===== config.mk =====
export PLATFORM = sky130hd
export DESIGN_NAME = msort_top
export DESIGN_NICKNAME = d
export VERILOG_FILES = /design/src/rtl/msort_pkg.sv /design/src/rtl/msort_fifo.sv /design/src/rtl/msort_cell.sv /design/src/rtl/msort_top.sv
export SDC_FILE = /design/constraint.sdc
export NUM_CORES = 2
export LEC_CHECK = 0
export ABC_AREA = 1
export BUFFER_PORTS_ARGS = -buffer_cell sky130_fd_sc_hd__buf_2
export CAP_MARGIN = 20
export CORE_MARGIN = 2
export CORE_UTILIZATION = 60
export CTS_BUF_LIST = sky130_fd_sc_hd__clkbuf_8
export DETAILED_ROUTE_END_ITERATION = 6
export PLACE_DENSITY = 0.81
export SLEW_MARGIN = 20
export SYNTH_ARGS = -nofsm -noshare
export SYNTH_HDL_FRONTEND = slang
export SYNTH_SLANG_ARGS = --single-unit

===== constraint.sdc =====
create_clock -name clk -period 13.69 [get_ports clk]
set_input_delay 0 -clock clk [delete_from_list [all_inputs] [get_ports clk]]
set_output_delay 0 -clock clk [all_outputs]
set_load 0.05 [all_outputs]

===== src/rtl/msort_pkg.sv =====
package msort_pkg;

    // Which FIFO an incoming run is steered into.
    typedef enum logic {
        LANE_A = 1'b0,
        LANE_B = 1'b1
    } lane_e;

    // Which FIFO head the merge forwards this cycle.
    typedef enum logic {
        SRC_A = 1'b0,
        SRC_B = 1'b1
    } src_e;

    // Merge selection: exhaust rules first, then compare; ties favour A.
    function automatic src_e pick_src(input logic a_done, input logic b_done,
                                      input logic a_le_b);
        if (b_done)      return SRC_A;
        else if (a_done) return SRC_B;
        else if (a_le_b) return SRC_A;
        else             return SRC_B;
    endfunction

    function automatic lane_e flip_lane(input lane_e l);
        return (l == LANE_A) ? LANE_B : LANE_A;
    endfunction

endpackage


===== src/rtl/msort_fifo.sv =====
module msort_fifo #(
    parameter int DEPTH = 4,
    parameter int W     = 16
) (
    input  logic         clk,
    input  logic         rst,
    input  logic         push,
    input  logic [W-1:0] wdata,
    input  logic         pop,
    output logic [W-1:0] head,
    output logic         full,
    output logic         nempty
);
    localparam int AW = (DEPTH > 1) ? $clog2(DEPTH) : 1;
    localparam int CW = $clog2(DEPTH + 1);

    logic [W-1:0]  mem [DEPTH];
    logic [AW-1:0] wr_ptr, rd_ptr;
    logic [CW-1:0] cnt;

    assign head   = mem[rd_ptr];
    assign full   = (cnt == CW'(DEPTH));
    assign nempty = (cnt != '0);

    always_ff @(posedge clk) begin
        if (push) mem[wr_ptr] <= wdata;
    end

    always_ff @(posedge clk) begin
        if (rst) begin
            wr_ptr <= '0;
            rd_ptr <= '0;
            cnt    <= '0;
        end else begin
            if (push) wr_ptr <= (wr_ptr == AW'(DEPTH - 1)) ? '0 : wr_ptr + 1'b1;
            if (pop)  rd_ptr <= (rd_ptr == AW'(DEPTH - 1)) ? '0 : rd_ptr + 1'b1;
            case ({push, pop})
                2'b10:   cnt <= cnt + 1'b1;
                2'b01:   cnt <= cnt - 1'b1;
                default: cnt <= cnt;
            endcase
        end
    end

    // the stage never writes a full FIFO nor reads an empty one
    a_r2_no_overflow: assert property (@(posedge clk) disable iff (rst)
        push |-> !full);
    a_r2_no_underflow: assert property (@(posedge clk) disable iff (rst)
        pop |-> nempty);

endmodule


===== src/rtl/msort_cell.sv =====
module msort_cell
    import msort_pkg::*;
#(
    parameter int RUN   = 1,
    parameter int KEY_W = 16
) (
    input  logic             clk,
    input  logic             rst,
    input  logic             in_valid,
    output logic             in_ready,
    input  logic [KEY_W-1:0] in_key,
    output logic             out_valid,
    input  logic             out_ready,
    output logic [KEY_W-1:0] out_key
);
    localparam int CW = $clog2(RUN) + 1;

    // Run steering.
    lane_e         lane;
    logic [CW-1:0] fill_cnt;
    logic          a_full, a_ne, b_full, b_ne;
    logic [KEY_W-1:0] a_head, b_head;
    logic          push_a, push_b, accept;

    assign in_ready = (lane == LANE_A) ? !a_full : !b_full;
    assign accept   = in_valid && in_ready;
    assign push_a   = accept && (lane == LANE_A);
    assign push_b   = accept && (lane == LANE_B);

    always_ff @(posedge clk) begin
        if (rst) begin
            lane     <= LANE_A;
            fill_cnt <= '0;
        end else if (accept) begin
            if (fill_cnt == CW'(RUN - 1)) begin
                fill_cnt <= '0;
                lane     <= flip_lane(lane);
            end else begin
                fill_cnt <= fill_cnt + 1'b1;
            end
        end
    end

    // Merge of one run pair.
    logic          active;
    logic [CW-1:0] a_left, b_left, cur_a, cur_b, nxt_a, nxt_b;
    logic          start, go, fire, pop_a, pop_b;
    src_e          src;

    assign start = !active && a_full && b_ne;
    assign go    = active || start;
    assign cur_a = active ? a_left : CW'(RUN);
    assign cur_b = active ? b_left : CW'(RUN);
    assign src   = pick_src(cur_a == '0, cur_b == '0, a_head <= b_head);

    assign out_valid = go && ((cur_b == '0) || b_ne);
    assign out_key   = (src == SRC_A) ? a_head : b_head;
    assign fire      = out_valid && out_ready;
    assign pop_a     = fire && (src == SRC_A);
    assign pop_b     = fire && (src == SRC_B);
    assign nxt_a     = cur_a - CW'(pop_a);
    assign nxt_b     = cur_b - CW'(pop_b);

    always_ff @(posedge clk) begin
        if (rst) begin
            active <= 1'b0;
            a_left <= '0;
            b_left <= '0;
        end else if (fire) begin
            active <= (nxt_a != '0) || (nxt_b != '0);
            a_left <= nxt_a;
            b_left <= nxt_b;
        end
    end

    msort_fifo #(.DEPTH(RUN), .W(KEY_W)) i_fifo_a (
        .clk(clk), .rst(rst), .push(push_a), .wdata(in_key), .pop(pop_a),
        .head(a_head), .full(a_full), .nempty(a_ne)
    );

    msort_fifo #(.DEPTH(RUN), .W(KEY_W)) i_fifo_b (
        .clk(clk), .rst(rst), .push(push_b), .wdata(in_key), .pop(pop_b),
        .head(b_head), .full(b_full), .nempty(b_ne)
    );

    // Checker state: previous key forwarded within the current pair.
    logic             mid_pair;
    logic [KEY_W-1:0] prev_key;

    always_ff @(posedge clk) begin
        if (rst) begin
            mid_pair <= 1'b0;
            prev_key <= '0;
        end else if (fire) begin
            mid_pair <= (nxt_a != '0) || (nxt_b != '0);
            prev_key <= out_key;
        end
    end

    // a merged run leaves the stage in non-decreasing order
    a_r1_pair_ordered: assert property (@(posedge clk) disable iff (rst)
        (out_valid && mid_pair) |-> (out_key >= prev_key));

    // a stalled offer holds its key
    a_r4_cell_hold: assert property (@(posedge clk) disable iff (rst)
        (out_valid && !out_ready) |=> (out_valid && $stable(out_key)));

endmodule


===== src/rtl/msort_top.sv =====
module msort_top #(
    parameter int N     = 64,
    parameter int KEY_W = 16
) (
    input  logic             clk,
    input  logic             rst,
    input  logic             in_valid,
    output logic             in_ready,
    input  logic [KEY_W-1:0] in_key,
    output logic             out_valid,
    input  logic             out_ready,
    output logic [KEY_W-1:0] out_key,
    output logic             out_last
);
    localparam int STAGES = $clog2(N);
    localparam int LW     = (STAGES > 0) ? STAGES : 1;

    logic             v [STAGES+1];
    logic             r [STAGES+1];
    logic [KEY_W-1:0] k [STAGES+1];

    assign v[0]     = in_valid;
    assign k[0]     = in_key;
    assign in_ready = r[0];

    for (genvar s = 0; s < STAGES; s++) begin : g_stage
        msort_cell #(.RUN(1 << s), .KEY_W(KEY_W)) i_cell (
            .clk      (clk),
            .rst      (rst),
            .in_valid (v[s]),
            .in_ready (r[s]),
            .in_key   (k[s]),
            .out_valid(v[s+1]),
            .out_ready(r[s+1]),
            .out_key  (k[s+1])
        );
    end

    assign out_valid     = v[STAGES];
    assign out_key       = k[STAGES];
    assign r[STAGES]     = out_ready;

    // Position of the next output key inside its block.
    logic [LW-1:0] out_pos;

    always_ff @(posedge clk) begin
        if (rst)                        out_pos <= '0;
        else if (out_valid && out_ready) out_pos <= out_pos + 1'b1;
    end

    assign out_last = out_valid && (out_pos == LW'(N - 1));

    // backpressure holds the offered key at the block edge
    a_r4_out_hold: assert property (@(posedge clk) disable iff (rst)
        (out_valid && !out_ready) |=> (out_valid && $stable(out_key) && $stable(out_last)));

    // a block boundary is flagged only on an offered key
    a_r3_last_valid: assert property (@(posedge clk) disable iff (rst)
        out_last |-> out_valid);

endmodule


== Word level (Yosys, flattened, before mapping) ==
Memory sizes are Yosys's and may differ from the RTL's. A register that Yosys moved wholly into a read port is not among the register bits.
Index checks and enable logic that the tools add are counted.

* Add/sub/neg operators: 63
* Magnitude comparators: 6
* Eq/ne operators: 56
* Muxes and demuxes: 130
* Bitwise logic cells: 14
* Reduce and logical (&&, ||, !) cells: 129

{| class="wikitable"
|+ Operators with widths
! cell !! number
|-
| $le A16 B16 Y1 || 6
|-
| $mux W16 || 6
|-
| $mux W1 || 65
|-
| $mux W5 || 11
|-
| $logic_and A1 B1 Y1 || 50
|-
| $mux W4 || 11
|-
| $eq A2 B2 Y1 const B || 18
|-
| $add A5 B1 Y5 const B || 7
|-
| $mux W3 || 11
|-
| $eq A5 B5 Y1 const B || 6
|-
| $reduce_bool A2 Y1 || 15
|-
| $add A4 B1 Y4 const B || 7
|-
| $eq A2 B1 Y1 const B || 13
|-
| $add A6 B1 Y6 const B || 4
|-
| $eq A4 B4 Y1 const B || 6
|-
| $pmux W6 S2 || 2
|-
| $mux W2 || 11
|-
| $add A3 B1 Y3 const B || 7
|-
| $pmux W5 S2 || 2
|-
| $eq A3 B3 Y1 const B || 6
|-
| $eq A6 B6 Y1 const B || 3
|-
| $logic_not A1 Y1 || 18
|-
| $logic_or A1 B1 Y1 || 18
|-
| $mux W6 || 3
|-
| other kinds (33) || 92
|}

* Register bits: 183
* Memory bits (writable): 2016
* Input port bits: 20
* Logic and storage cells: 473
* Memories: 12

{| class="wikitable"
|+ Memories
! memory !! words !! width !! read ports !! clocked after Yosys merged registers in !! write ports !! RTL line !! RTL
|-
| g_stage[5].i_cell.i_fifo_a.mem || 32 || 16 || 1 || 1 || 1 || msort_fifo.sv:17 || <nowiki>logic [W-1:0] mem [DEPTH];</nowiki>
|-
| g_stage[5].i_cell.i_fifo_b.mem || 32 || 16 || 1 || 1 || 1 || msort_fifo.sv:17 ||
|-
| g_stage[4].i_cell.i_fifo_a.mem || 16 || 16 || 1 || 1 || 1 || msort_fifo.sv:17 ||
|-
| g_stage[4].i_cell.i_fifo_b.mem || 16 || 16 || 1 || 1 || 1 || msort_fifo.sv:17 ||
|-
| g_stage[3].i_cell.i_fifo_a.mem || 8 || 16 || 1 || 1 || 1 || msort_fifo.sv:17 ||
|-
| g_stage[3].i_cell.i_fifo_b.mem || 8 || 16 || 1 || 1 || 1 || msort_fifo.sv:17 ||
|-
| +6 memories || -- || -- || -- || -- || -- || -- ||
|}

== Logic depth before layout (Yosys ltp) ==
* Depth in word-level cells: 10
* Gate-level depth with buffers: 38

== Hierarchy ==
Synthesis repeated with hierarchy kept, for this count alone.

* Cell total of the unflattened synthesis: 8475
* Area, all modules: 96146.0 µm²

{| class="wikitable"
|+ Modules (own cells, without submodules)
! module !! instances !! cells each !! area an instance (µm²) !! seq. area each (µm²)
|-
| msort_fifo at g_stage[5].i_cell.i_fifo_b || 1 || 1867 || 21822.2 || 15795.1
|-
| msort_fifo at g_stage[5].i_cell.i_fifo_a || 1 || 1869 || 21818.4 || 15795.1
|-
| msort_fifo at g_stage[4].i_cell.i_fifo_b || 1 || 942 || 11317.1 || 8027.7
|-
| msort_fifo at g_stage[4].i_cell.i_fifo_a || 1 || 942 || 11315.9 || 8027.7
|-
| msort_fifo at g_stage[3].i_cell.i_fifo_a || 1 || 453 || 5684.2 || 4103.9
|-
| msort_fifo at g_stage[3].i_cell.i_fifo_b || 1 || 450 || 5676.7 || 4103.9
|-
| msort_fifo at g_stage[2].i_cell.i_fifo_b || 1 || 215 || 2937.8 || 2102.0
|-
| msort_fifo at g_stage[1].i_cell.i_fifo_a ... || 2 || 83 || 1435.1 || 1061.0
|-
| msort_fifo at g_stage[2].i_cell.i_fifo_a || 1 || 214 || 2815.2 || 2102.0
|-
| msort_cell at g_stage[5].i_cell || 1 || 269 || 1829.3 || 400.4
|-
| msort_cell at g_stage[4].i_cell || 1 || 243 || 1609.0 || 340.3
|-
| msort_cell at g_stage[3].i_cell || 1 || 219 || 1458.9 || 280.3
|-
| msort_cell at g_stage[2].i_cell || 1 || 198 || 1397.6 || 220.2
|-
| msort_cell at g_stage[1].i_cell || 1 || 180 || 1108.6 || 160.2
|-
| +3 rows || -- || -- || -- || --
|}

== Worst setup path before layout ==
Ideal clock, no wire load.

* Path kind: flip-flop to flip-flop
* Start point: reg (tool-made name)
* End point: mem g_stage[5].i_cell.i_fifo_a.mem[0][0] (data pin)
* Library setup time: 549 ps
* Arrival: 4331 ps
* Setup slack: 8810 ps
* Stages on the path, launching flop included: 22
* Buffers on the path: 4
* Period minus slack after synthesis: 4880 ps
* Path through: dfxtp_1 buf_2 buf_2 buf_4 mux2i_1 o211ai_1 nand3_1 nand2_1 ha_1 inv_1 o21bai_1 nand2_1 nand2_1 nand2_1 nand2_1 nand2_1 nand2_1 nand2_1 nand2_1 nand2_1 clkbuf_1 a21oi_1

{| class="wikitable"
|+ RTL lines
! item !! RTL line
|-
| to (decl) || msort_fifo.sv:17
|}

==> impl_metrics.toml <==
[floorplanning]
die_h_um = 396
std_cell_rows = 143
core_region_area_mm2 = 0.152
start_util_pct = 60.6
io_pins = 39
die-width_um = 396
die_area_mm2 = 0.157

[pwr]
ir_drop_mv = 0.111
p_leak_nw = 35.2
power.density_mw_per_mm2 = 142

[route]
ant_nets = 0
drtIter0Drc = 8124
route.detailed.drc = 0
first_pass_iters = 6
vias = 61524
wl_per_cell_um = 22.1
postRouteWirelength_um = 219000
via_per_inst = 6.21

[clock_network]
cts.reportedPaths.clkPinSlew_ns = 0.06
cts.sinks = 2228
htree_levels = 5
clock_latency_ns = 1.06
tritoncts = "yes"
cts_root_buf = "clkbuf_8"
cts_buffers = 352
clockBufferDepth = 4
cts_resized = 0

[yosys]
yosysWarnings = 0
synth_common_cells = "edfxtp_1, nor2_1, o21ai_0"
syn-num-nets = 7631
synth_area_leaders = "edfxtp_1, o21ai_0, dfxtp_1"
synth_top_cell_by_area = "edfxtp_1"
synth_area_per_cell_um2 = 12.4
synth_area_mm2 = 0.0922
ys_seq_elements = 2228
yosysUniqueCellTypes = 56
synth-main-ff-cell = "edfxtp_1"
synth_most_common_cell = "edfxtp_1"
async_reset_ff_share_pct = 0
synth_top_area_share_pct = 65.6
ys_seq_area_share_pct = 70.3
synth-edff-count = 2016
synth_cells = 7420

[sta]
hold_violations = 0
period_needed_ns = 6.92
finalMaxSlewViolations = 0
fin_worst_skew_ns = 0.125
rsz0062_at_grt = "no"
tns_ns = 0
setup_violations = 0
timing.fmax_mhz = 144
tightest_slew_ns = 1.14
fin_crit_sh_pct = 50.6
max-slew-margin-rel_pct = 23.9

[min_path]
hold_end = "g_stage[0].i_cell.i_fifo_a.mem[0][7]"
holdCritPathClass = "primary input to flop"
hold_depth = 3
min_from = "in_key[7]"

[layout]
fill_cells = 10027
drive_gt1_share_pct = 10.1
areaGrowthSynthToFinish_pct = 10.3
regArea_mm2 = 0.0648
multi_input_area_mm2 = 0.0244
nets = 7824
finalInstanceArea_mm2 = 0.102

[critical_path]
worstRegToRegCells = 30
required_ns = 14.59
r2r-end = "g_stage[5].i_cell.i_fifo_a.cnt[5]"
cpMaxStageDelayCell = "buf_4"
crit_fanout = 145
worstSetupStartpointType = "flop"
critPathMaxStageDelay_ns = 0.97
reg2reg_slack_ns = 6.77
crit_arrival_ns = 7.82
end_kind = "flop"
path_common_cell = "nand2_1"
path_class = "flop to flop"

[grt]
grt-ovfl-total = 0
grt_util_all_layers_pct = 27.4
antenna_found_initial = 7
grt_max_degree = 146
grt_pass1_vias = 60083
grt_pass1_wl_um = 335000

[place]
gp_congestion = 0.890
io_buffers = 38
dp_hpwl_um = 124000
placed_area_mm2 = 0.0949

[job]
cap_violations = 0

[outcome]
status = "completed"
[cell type report]
| class | instances | area share (%) |
|---|---|---|
| Sequential cell | 2228 | 63.8 |
| Timing Repair Buffer | 261 | 1.94 |
| Clock buffer | 372 | 5.04 |
| Tap cell | 2030 | 2.50 |
| Clock inverter | 239 | 1.22 |
| Antenna cell | 2 | 0.00492 |
| Inverter | 414 | 1.54 |
| Multi-Input combinational cell | 4356 | 24.0 |
[worst max-delay path by stage]
stage                                                end  slack, ns  depth (start not counted)
global route           g_stage[5].i_cell.i_fifo_a.cnt[5]       6.22                         32
global placement       g_stage[5].i_cell.i_fifo_a.cnt[5]       7.12                         34
CTS                    g_stage[4].i_cell.i_fifo_a.cnt[4]       6.88                         31
detailed placement     g_stage[4].i_cell.i_fifo_a.cnt[4]       6.94                         27
finish                 g_stage[5].i_cell.i_fifo_a.cnt[5]       6.77                         30
floorplan           g_stage[5].i_cell.i_fifo_a.mem[0][0]       8.81                         21
[metrics by stage]
stage | setup slack, ns | hold WS [ns] | util, % | total power, W | std cells
after global routing | 6.22 | 0.209 | 66.8 | 0.0149 | 9901
after CTS | 6.88 | 0.147 | 66.7 | 0.0144 | 9899
after floorplan | 8.81 | 0.0989 | - | 0.00880 | 7420
final | 6.77 | 0.244 | 66.8 | 0.0144 | 9902
after detailed placement | 6.94 | 0.191 | 62.3 | 0.00934 | 9250
after global placement | 7.12 | 0.188 | 62.3 | 0.00925 | 9250
[critical path: cells and delay by family, from the launching register on]
family | cells | cell delay [ns]
adders and majority gates | 2 | 0.55
buffers and inverters | 5 | 2.31
AOI/OAI and AO/OA | 7 | 1.39
DFF | 1 | 0.57
xor gates and xnor gates | 1 | 0.21
and+or+nand+nor | 15 | 1.63
[cells in the final DEF, fill, tap and decap left out, drive strengths merged, types with 159 or more instances in the layout]
cell / instances
a21oi: 317
buf: 223
clkbuf: 372
dfxtp: 212
edfxtp: 2016
ha: 185
inv: 523
mux2i: 159
nand2: 602
nand3: 233
nor2: 1067
o21ai: 1089
o221ai: 207
[kinds of logic (layout without fill, tap and decap cells)]
logic type               Yosys count  in the layout  synth area share (%)
AND/OR/NAND/NOR                 1997           1997                  8.76
other                              0              2                     0
XOR/XNOR                          50             50                 0.475
flip-flops                      2228           2228                  70.3
multiplexers                     176            176                  1.93
AO/OA/AOI/OAI                   1942           1942                  12.2
buffers and inverters            836           1286                  3.72
adder cells (fa/ha/maj)          191            191                  2.64
[routing by layer]
| metal | track usage [%] | up-vias | part of all wire (%) |
|---|---|---|---|
| met3 | 5.71 | 537 | 11 |
| met5 | 0 | - | 0.0082 |
| met1 | 37.5 | 29702 | 38 |
| met2 | 43.3 | 3666 | 47 |
| li1 | - | 27615 | - |
| met4 | 11.0 | 4 | 3.6 |
[timing repair]
action / 4_1_cts / 5_1_grt
buffers inserted: 0 / 0
endpoints found under the hold margin: 174 / 0
hold buffers: 38 / 0
[power breakdown]
group          switching (W)  internal (W)
clock                0.00249       0.00270
combinational       0.000969      0.000301
sequential         0.0000436       0.00792
total                0.00350        0.0109
[state kept, by name, summed over array words and instances, names as in the netlist, 15 cells and up, named ones only]
register	count
g_stage.i_cell.i_fifo_a.cnt	20
g_stage.i_cell.i_fifo_b.wr_ptr	15
g_stage.i_cell.i_fifo_a.rd_ptr	15
g_stage.i_cell.fill_cnt	20
g_stage.i_cell.i_fifo_a.mem	1008
g_stage.i_cell.i_fifo_b.rd_ptr	15
g_stage.i_cell.b_left	21
g_stage.i_cell.a_left	21
g_stage.i_cell.i_fifo_b.cnt	20
g_stage.i_cell.i_fifo_b.mem	1008
g_stage.i_cell.i_fifo_a.wr_ptr	15
(Power assumes the default switching activity.)
